## src/rtl/qpc_pkg.sv

```systemverilog
package qpc_pkg;
  typedef enum logic [1:0] {
    STEP_NONE = 2'd0,
    STEP_UP   = 2'd1,
    STEP_DN   = 2'd2,
    STEP_BAD  = 2'd3
  } qpc_step_e;
endpackage

```

## src/rtl/qpc_sync.sv

```systemverilog
module qpc_sync #(
  parameter int WIDTH  = 2,
  parameter int STAGES = 2
) (
  input  logic             clk,
  input  logic             rst_n,
  input  logic [WIDTH-1:0] d,
  output logic [WIDTH-1:0] q
);
  logic [STAGES-1:0][WIDTH-1:0] chain;

  always_ff @(posedge clk) begin
    if (!rst_n) chain[0] <= '0;
    else        chain[0] <= d;
  end

  for (genvar s = 1; s < STAGES; s++) begin : g_stage
    always_ff @(posedge clk) begin
      if (!rst_n) chain[s] <= '0;
      else        chain[s] <= chain[s-1];
    end
  end

  assign q = chain[STAGES-1];
endmodule

```

## src/rtl/qpc_decode.sv

```systemverilog
module qpc_decode
  import qpc_pkg::*;
(
  input  logic      clk,
  input  logic      rst_n,
  input  logic      a,
  input  logic      b,
  output qpc_step_e step
);
  logic prev_a, prev_b;

  always_ff @(posedge clk) begin
    if (!rst_n) begin
      prev_a <= 1'b0;
      prev_b <= 1'b0;
    end else begin
      prev_a <= a;
      prev_b <= b;
    end
  end

  // A change on one phase: direction from the new A against the old B.
  always_comb begin
    case ({a ^ prev_a, b ^ prev_b})
      2'b00:   step = STEP_NONE;
      2'b11:   step = STEP_BAD;
      default: step = (a ^ prev_b) ? STEP_UP : STEP_DN;
    endcase
  end

  AST_DECODE_EXCL: assert property (@(posedge clk) disable iff (!rst_n)
    (a != prev_a && b != prev_b) |-> (step == STEP_BAD));
endmodule

```

## src/rtl/qpc_counter.sv

```systemverilog
module qpc_counter #(
  parameter int W = 16
) (
  input  logic         clk,
  input  logic         rst_n,
  input  logic         ld,
  input  logic [W-1:0] ld_val,
  input  logic         up,
  input  logic         dn,
  output logic [W-1:0] cnt,
  output logic         wrap_up,
  output logic         wrap_dn,
  output logic         ovf_o,
  output logic         unf_o
);
  localparam logic [W-1:0] MAXV = {W{1'b1}};

  logic go_up, go_dn;
  assign go_up   = up && !dn && !ld;
  assign go_dn   = dn && !up && !ld;
  assign wrap_up = go_up && (cnt == MAXV);
  assign wrap_dn = go_dn && (cnt == '0);

  always_ff @(posedge clk) begin
    if (!rst_n) begin
      cnt   <= '0;
      ovf_o <= 1'b0;
      unf_o <= 1'b0;
    end else begin
      ovf_o <= wrap_up;
      unf_o <= wrap_dn;
      if (ld)         cnt <= ld_val;
      else if (go_up) cnt <= cnt + W'(1);
      else if (go_dn) cnt <= cnt - W'(1);
    end
  end

  AST_OVF_AT_ZERO: assert property (@(posedge clk) disable iff (!rst_n)
    ovf_o |-> (cnt == '0));
  AST_UNF_AT_MAX: assert property (@(posedge clk) disable iff (!rst_n)
    unf_o |-> (cnt == MAXV));
  AST_STROBE_EXCL: assert property (@(posedge clk) disable iff (!rst_n)
    !(ovf_o && unf_o));
  AST_LOAD_WINS: assert property (@(posedge clk) disable iff (!rst_n)
    ld |=> (cnt == $past(ld_val)));
  AST_IDLE_HOLD: assert property (@(posedge clk) disable iff (!rst_n)
    (!ld && !up && !dn) |=> $stable(cnt));
  AST_STEP_UP: assert property (@(posedge clk) disable iff (!rst_n)
    (up && !dn && !ld) |=> (cnt == $past(cnt) + W'(1)));
endmodule

```

## src/rtl/qpc_cascade.sv

```systemverilog
module qpc_cascade
  import qpc_pkg::*;
#(
  parameter int CNT_W       = 16,
  parameter int SYNC_STAGES = 2
) (
  input  logic             clk,
  input  logic             rst_n,
  input  logic             phase_a,
  input  logic             phase_b,
  input  logic             chain_en,
  input  logic             wr_en,
  input  logic             wr_hi,
  input  logic [CNT_W-1:0] wr_data,
  input  logic             rd_en,
  input  logic             rd_hi,
  output logic [CNT_W-1:0] rd_data,
  output logic             lo_ovf,
  output logic             lo_unf,
  output logic             hi_ovf,
  output logic             hi_unf
);
  logic [1:0]       ph_sync;
  qpc_step_e        step;
  logic [CNT_W-1:0] lo_cnt, hi_cnt, shadow;
  logic             lo_wrap_up, lo_wrap_dn;
  logic             hi_wrap_up, hi_wrap_dn;
  logic             lo_ld, hi_ld;

  assign lo_ld = wr_en && !wr_hi;
  assign hi_ld = wr_en &&  wr_hi;

  qpc_sync #(.WIDTH(2), .STAGES(SYNC_STAGES)) u_sync (
    .clk(clk), .rst_n(rst_n),
    .d({phase_a, phase_b}), .q(ph_sync)
  );

  qpc_decode u_dec (
    .clk(clk), .rst_n(rst_n),
    .a(ph_sync[1]), .b(ph_sync[0]), .step(step)
  );

  qpc_counter #(.W(CNT_W)) u_lo (
    .clk(clk), .rst_n(rst_n),
    .ld(lo_ld), .ld_val(wr_data),
    .up(step == STEP_UP), .dn(step == STEP_DN),
    .cnt(lo_cnt), .wrap_up(lo_wrap_up), .wrap_dn(lo_wrap_dn),
    .ovf_o(lo_ovf), .unf_o(lo_unf)
  );

  qpc_counter #(.W(CNT_W)) u_hi (
    .clk(clk), .rst_n(rst_n),
    .ld(hi_ld), .ld_val(wr_data),
    .up(chain_en && lo_wrap_up), .dn(chain_en && lo_wrap_dn),
    .cnt(hi_cnt), .wrap_up(hi_wrap_up), .wrap_dn(hi_wrap_dn),
    .ovf_o(hi_ovf), .unf_o(hi_unf)
  );

  always_ff @(posedge clk) begin
    if (!rst_n)                shadow <= '0;
    else if (rd_en && !rd_hi)  shadow <= hi_cnt;
  end

  assign rd_data = rd_hi ? shadow : lo_cnt;

  AST_CHAIN_UP: assert property (@(posedge clk) disable iff (!rst_n)
    (chain_en && lo_wrap_up && !hi_ld) |=> (hi_cnt == $past(hi_cnt) + CNT_W'(1)));
  AST_CHAIN_DN: assert property (@(posedge clk) disable iff (!rst_n)
    (chain_en && lo_wrap_dn && !hi_ld) |=> (hi_cnt == $past(hi_cnt) - CNT_W'(1)));
  AST_UNCHAINED: assert property (@(posedge clk) disable iff (!rst_n)
    (!chain_en && !hi_ld) |=> $stable(hi_cnt));
  AST_BAD_STILL: assert property (@(posedge clk) disable iff (!rst_n)
    (step == STEP_BAD && !lo_ld) |=> $stable(lo_cnt));
  AST_SHADOW_LATCH: assert property (@(posedge clk) disable iff (!rst_n)
    (rd_en && !rd_hi) |=> (shadow == $past(hi_cnt)));
  AST_SHADOW_HOLD: assert property (@(posedge clk) disable iff (!rst_n)
    !(rd_en && !rd_hi) |=> $stable(shadow));
  AST_HI_WRAP_SRC: assert property (@(posedge clk) disable iff (!rst_n)
    hi_wrap_up |-> (chain_en && lo_wrap_up));
endmodule

```

## config.mk

```make
export PLATFORM = sky130hd
export DESIGN_NAME = qpc_cascade
export DESIGN_NICKNAME = d
export VERILOG_FILES = /design/src/rtl/qpc_pkg.sv /design/src/rtl/qpc_sync.sv /design/src/rtl/qpc_decode.sv /design/src/rtl/qpc_counter.sv /design/src/rtl/qpc_cascade.sv
export SDC_FILE = /design/constraint.sdc
export NUM_CORES = 1
export LEC_CHECK = 0
export ABC_AREA = 1
export BUFFER_PORTS_ARGS = -buffer_cell sky130_fd_sc_hd__buf_4
export CAP_MARGIN = 40
export CORE_UTILIZATION = 50
export CTS_CLUSTER_DIAMETER = 200
export DETAILED_ROUTE_END_ITERATION = 12
export PLACE_DENSITY_LB_ADDON = 0.15
export SYNTH_ARGS = -nofsm -noshare
export SYNTH_HDL_FRONTEND = slang
export SYNTH_HIERARCHICAL = 1
export SYNTH_SLANG_ARGS = --single-unit
export TNS_END_PERCENT = 30
```

## constraint.sdc

```tcl
create_clock -name clk -period 4.8 [get_ports clk]
set_input_delay 0 -clock clk [delete_from_list [all_inputs] [get_ports clk]]
set_output_delay 0 -clock clk [all_outputs]
set_load 0.05 [all_outputs]
```

==> Word level (Yosys, flattened, before mapping) <==
Cells that the tools add are included.
{ "word_totals": {"elab_cells": 62, "input_bits": 25, "register_bits": 58, "out_inout_bits": 20} }
{ "op_classes": {"add_sub_neg": 4, "muxes": 9, "n_reduce_logical": 30, "eq_ne": 5, "bitwise": 3} }
{ "op_table": {"columns": ["op", "count"], "rows": [
  ["$mux W16", 7],
  ["$add A16 B1 Y16 const B", 2],
  ["$eq A16 B16 Y1 const B", 2],
  ["$logic_not A16 Y1", 2],
  ["$sub A16 B1 Y16 const B", 2],
  ["$logic_and A1 B1 Y1", 17],
  ["$logic_not A1 Y1", 8],
  ["$reduce_bool A3 Y1", 2],
  ["$eq A2 B2 Y1 const B", 2],
  ["$pmux W2 S2", 1],
  ["$xor A1 B1 Y1", 3],
  ["$eq A2 B1 Y1 const B", 1],
  ["$logic_not A2 Y1", 1],
  ["$mux W2", 1]
]} }

==> Logic depth before layout (Yosys ltp) <==
{ "depth": {"depth_word": 15, "depth_mapped": 27, "mapped_depth_nobuf": 26} }

==> Hierarchy <==
Netlist, hierarchy kept.
{ "by_module_without_submodules": {"columns": ["mod", "area_per_inst_um2", "instances", "seq_area_each_um2", "cells_per_inst"], "rows": [
  ["qpc_counter at u_lo", 1860.5, 1, 360.3, 312],
  ["qpc_counter at u_hi", 1858.0, 1, 360.3, 311],
  ["qpc_cascade", 972.2, 1, 320.3, 169],
  ["qpc_decode", 132.6, 1, 40.0, 21],
  ["qpc_sync", 125.1, 1, 80.1, 14]
]} }

==> Least setup slack after synthesis <==
OpenSTA, ideal clock, no wires.
{ "synth_timing": {"path_type": "register to register", "startpoint": "register u_sync.chain (netlist bit u_sync/q[1])", "endpoint": "register u_hi.cnt[11]", "required_time_ns": 4.680, "stages_incl_launch_ff": 26, "setup_slack_ns": 1.075, "n_path_buf": 1, "period_less_slack_ns": 3.725, "arrival_time_ns": 3.605, "setup_time_ns": 0.120, "path_cell_list": "dfxtp_1 buf_4 xor2_1 ha_1 inv_1 nand2_1 nand2_1 inv_1 nor2_1 nand3_2 inv_1 nand2_1 nor2_1 nand2_1 inv_1 nand3_2 ha_1 or2_1 nand3_1 nand2_1 nand2_1 nand2_1 nand2_1 nand3_1 nand2_1 a21oi_1"} }
{ "synth_between": {"word_cells_on_any_way": 27, "classes_between": "3 x eq/ne; 4 x mux; 2 x bitwise; 18 x reduce/logical"} }
{ "synth_rtl": {"columns": ["element", "line", "rtl"], "rows": [
  ["start, declared", "qpc_sync.sv:10", "logic [STAGES-1:0][WIDTH-1:0] chain;"],
  ["start signal, assigned by index", "qpc_sync.sv:20", "else chain[s] <= chain[s-1];"],
  ["$xor A1 B1 Y1, on equally long branches", "qpc_decode.sv:24, qpc_decode.sv:27", null],
  ["$eq A2 B2 Y1 (tied with other cells)", "qpc_decode.sv:24", "case ({a ^ prev_a, b ^ prev_b})"],
  ["$pmux W2 S2 *", "qpc_decode.sv:24", null],
  ["net step[0]", "qpc_cascade.sv:24", "qpc_step_e step;"],
  ["$eq A2 B2 Y1", "qpc_cascade.sv:46", ".up(step == STEP_UP), .dn(step == STEP_DN),"],
  ["$logic_not A1 Y1", "qpc_counter.sv:19", "assign go_up = up && !dn && !ld;"],
  ["$logic_and A1 B1 Y1 * (2 in a row)", "qpc_counter.sv:19", null],
  ["$logic_and A1 B1 Y1 *", "qpc_counter.sv:21", "assign wrap_up = go_up && (cnt == MAXV);"],
  ["net lo_wrap_up", "qpc_cascade.sv:26", "logic lo_wrap_up, lo_wrap_dn;"],
  ["$logic_and A1 B1 Y1 *", "qpc_cascade.sv:54", ".up(chain_en && lo_wrap_up), .dn(chain_en && lo_wrap_dn),"],
  ["$logic_and A1 B1 Y1 or $logic_not A1 Y1 (tied branches)", "qpc_counter.sv:19, qpc_counter.sv:20", null],
  ["$logic_and A1 B1 Y1, on equally long branches", "qpc_counter.sv:19, qpc_counter.sv:20", null],
  ["$mux W16 or $logic_and A1 B1 Y1 (tied branches)", "qpc_counter.sv:33, qpc_counter.sv:20", null],
  ["$mux W16 or $reduce_bool A3 Y1 (tied branches)", null, null],
  ["end signal, assigned", "qpc_counter.sv:32", "if (ld) cnt <= ld_val;"],
  ["end signal, assigned", "qpc_counter.sv:33", "else if (go_up) cnt <= cnt + W'(1);"],
  ["end signal, assigned", "qpc_counter.sv:34", "else if (go_dn) cnt <= cnt - W'(1);"],
  ["end, declared", "qpc_counter.sv:10", "output logic [W-1:0] cnt,"]
]} }
Mark *: on every way through the listed nets, which the timed path passes. The rest lies on a longest branch.
A chain may end at the register's enable or synchronous reset.

==> Final worst setup path <==
{ "layout_timing": {"startpoint": "register u_sync.chain (netlist bit u_sync/q[1])", "endpoint": "register u_hi.cnt[14]"} }
Same word-level chain as after synthesis.

==> impl_results.rst <==
.. list-table::
   :header-rows: 1

   * - Metric
     - Value
   * - Mapped Nets
     - 885
   * - Area of the die
     - 10300 µm²
   * - Number of fillers in the final layout
     - 977
   * - Number of antenna violations at the first check in global routing
     - 0
   * - Initial detailed-routing violation count
     - 352
   * - DRT antenna net count
     - 0
   * - Clk Latency, worst-skew pair
     - 0.35 ns
   * - Global-route wire length before repair
     - 23.0 mm
   * - DRC errors left
     - 0
   * - Post-CTS Hold Buffers
     - 10
   * - Period utilization
     - 87.2%
   * - Cell area reported after detailed placement
     - 5250 µm²
   * - Number of iterations in the first detailed-routing pass
     - 5
   * - Clock sink count
     - 58
   * - CTS tree
     - yes
   * - Total non-filler cell area in the finished layout
     - 5560 µm²
   * - Number of vias in the routed layout
     - 5227
   * - Final total negative setup slack
     - 0 ns
   * - Worst-margin pin slew
     - 0.517 ns
   * - Clock-pin slew on the worst setup and hold paths
     - 0.08 ns
   * - Width of the die
     - 101 µm
   * - Setup repair after global routing missed its margin
     - no
   * - Final core utilization
     - 59.1%
   * - Post-layout nets
     - 928
   * - Post-Synthesis Cell Area
     - 4940 µm²
   * - Final critical path time including I/O delays and setup
     - 4.19 ns
   * - Starting Density
     - 52.5%
   * - Max transition margin
     - 65.5%
   * - Synth Warn #
     - 6
   * - Worst endpoint required time
     - 5.04 ns
   * - Type of the setup path with the least slack
     - reg -> reg
   * - Synthesized area per cell
     - 5.99 µm²
   * - Power Total
     - 0.00226 W
   * - Placer's final routability congestion estimate
     - 0.953
   * - Clock root buffer
     - sky130_fd_sc_hd__clkbuf_8
   * - Clock tree buffer depth
     - 2
   * - Number of clock buffers inserted by TritonCTS
     - 9
   * - Highest attainable clock frequency
     - 239 MHz
   * - Type of the tightest min-delay check
     - in -> reg
   * - Final Hold Violating Endpoints
     - 0
   * - Ant. Diodes
     - 0
   * - Deepest level of the CTS H-tree
     - 3
   * - Number of buffers inserted by port buffering
     - 44
   * - Routed vias/inst
     - 5.22
   * - Ratio of cells with drive above 1 in the final layout
     - 10.5%
   * - Overall track demand over capacity in global routing
     - 28.9%
   * - Count of maximum capacitance violations
     - 0
   * - Wire length per cell after detailed routing
     - 14.0 µm
   * - Worst clock skew
     - 0.0141 ns
   * - Leakage power of the design
     - 3.05 nW
   * - Detailed-placement wirelength estimate
     - 10.7 mm
   * - Area of the placeable core
     - 9420 µm²
   * - Pin count of the biggest net entering global routing
     - 43
   * - Routed WL
     - 14.1 mm
   * - Largest fanout on the critical path
     - 18
   * - Leftover overflow at the end of global routing
     - 0
   * - Post-synthesis cell count
     - 825
   * - Chip Height
     - 101 µm
   * - Pins Over Slew Limit
     - 0
   * - Final Setup Violations
     - 0
   * - Peak supply drop
     - 198 µV
   * - Outcome
     - complete, no violations
   * - Count of buffers added by post-CTS timing repair for setup
     - 0
   * - Ratio of total power to cell area
     - 407 nW/µm²
   * - Vias in the first global route
     - 4777
   * - Row cnt
     - 35
   * - CP Capture Type
     - flop
   * - Number of placed I/O pins
     - 45
   * - Cts repair resizes
     - 0
   * - Crit path DAT
     - 4.42 ns
   * - Startpoint Class
     - flop
   * - Layout overhead on the synthesized area
     - 12.6%
-- layout by cell type, fill, tap and decap left out, types with 2 or more instances in the layout --
cell type and n:
sky130_fd_sc_hd__clkinv_1 2, sky130_fd_sc_hd__or2_1 2, sky130_fd_sc_hd__nand3_2 2, sky130_fd_sc_hd__inv_4 3
sky130_fd_sc_hd__clkinv_2 2, sky130_fd_sc_hd__o21ai_1 6, sky130_fd_sc_hd__nor3_1 13, sky130_fd_sc_hd__ha_1 33
sky130_fd_sc_hd__xor2_2 2, sky130_fd_sc_hd__nor2_1 60, sky130_fd_sc_hd__nor2_4 2, sky130_fd_sc_hd__dlygate4sd3_1 10
sky130_fd_sc_hd__nor4_1 8, sky130_fd_sc_hd__xnor2_1 4, sky130_fd_sc_hd__o21ai_0 20, sky130_fd_sc_hd__a21oi_1 40
sky130_fd_sc_hd__nand4_1 10, sky130_fd_sc_hd__nand3_1 59, sky130_fd_sc_hd__fa_1 2, sky130_fd_sc_hd__buf_4 46
sky130_fd_sc_hd__clkbuf_8 12, sky130_fd_sc_hd__nand2_1 290, sky130_fd_sc_hd__dfxtp_1 58, sky130_fd_sc_hd__inv_1 137
sky130_fd_sc_hd__inv_2 12, sky130_fd_sc_hd__a31oi_1 10, sky130_fd_sc_hd__xor2_1 16, sky130_fd_sc_hd__o21ai_2 8
-- layer usage --
layer	share of wire, %	global-route usage [%]
met1	47	40.2
met2	44	44.8
met3	6.9	4.28
met4	2.4	11.5
met5	0	0
-- final timing paths --
check / from / end / slack, ns / cells past startpoint
hold reg to reg: u_sync/chain[0] / u_sync/q[0] / 0.42 / 2
setup / recovery: u_sync/q[1] / u_hi/cnt[14] / 0.61 / 26
setup reg to reg: u_sync/q[1] / u_hi/cnt[14] / 0.61 / 26
hold / removal: wr_data[14] / u_lo/cnt[14] / 0.04 / 5
-- flip-flops by register name, indices dropped and copies added, names as in the netlist --
register      flops
u_dec/prev_a      1
u_hi/unf_o        1
u_sync/chain      2
u_sync/q          2
u_hi/cnt         16
u_lo/unf_o        1
u_lo/cnt         16
u_hi/ovf_o        1
u_lo/ovf_o        1
shadow           16
u_dec/prev_b      1
-- where the power goes --
group / internal [W] / switching [W]
logic: 0.000403 / 0.000740
registers: 0.000538 / 0.0000877
clock network: 0.000282 / 0.000213
-- per-stage QoR --
stage / hold slack, ns / setup WS, ns / instances
final: 0.0357 / 0.615 / 1002
after global routing: 0.0540 / 0.214 / 1002
after CTS: 0.0311 / 0.684 / 1002
after detailed placement: 0.181 / 0.697 / 976
after global placement: 0.181 / 0.882 / 976
after floorplan: 0.0935 / 1.07 / 825
-- area by class of cell --
| type | instances | area, µm² | area share (%) |
|---|---|---|---|
| multi-input combinational | 589 | 2990 | 53.8 |
| clock inverter | 4 | 48.8 | 0.878 |
| timing repair buffer | 56 | 445 | 8.01 |
| sequential | 58 | 1160 | 20.9 |
| clock buffer | 12 | 165 | 2.97 |
| tap | 129 | 161 | 2.90 |
| inverter | 154 | 586 | 10.5 |
-- critical path: stages, from the launching register on --
cell,delay (ns)
sky130_fd_sc_hd__dfxtp_1,0.41
sky130_fd_sc_hd__xor2_1,0.19
sky130_fd_sc_hd__ha_1,0.28
sky130_fd_sc_hd__inv_1,0.07
sky130_fd_sc_hd__nand2_1,0.06
sky130_fd_sc_hd__nand2_1,0.08
sky130_fd_sc_hd__inv_1,0.04
sky130_fd_sc_hd__nor2_1,0.29
sky130_fd_sc_hd__nand3_2,0.11
sky130_fd_sc_hd__buf_4,0.23
sky130_fd_sc_hd__inv_1,0.11
sky130_fd_sc_hd__nand2_1,0.07
sky130_fd_sc_hd__nor2_1,0.10
sky130_fd_sc_hd__nand2_1,0.06
sky130_fd_sc_hd__inv_1,0.15
sky130_fd_sc_hd__nand3_2,0.41
sky130_fd_sc_hd__ha_1,0.53
sky130_fd_sc_hd__nand2_1,0.14
sky130_fd_sc_hd__inv_1,0.06
sky130_fd_sc_hd__nand2_1,0.08
sky130_fd_sc_hd__nand3_1,0.15
sky130_fd_sc_hd__nand2_1,0.14
sky130_fd_sc_hd__nand2_1,0.06
sky130_fd_sc_hd__nand2_1,0.06
sky130_fd_sc_hd__nand3_1,0.06
sky130_fd_sc_hd__nand2_1,0.09
sky130_fd_sc_hd__a21oi_1,0.06
Power figures use the tool's default switching activity.
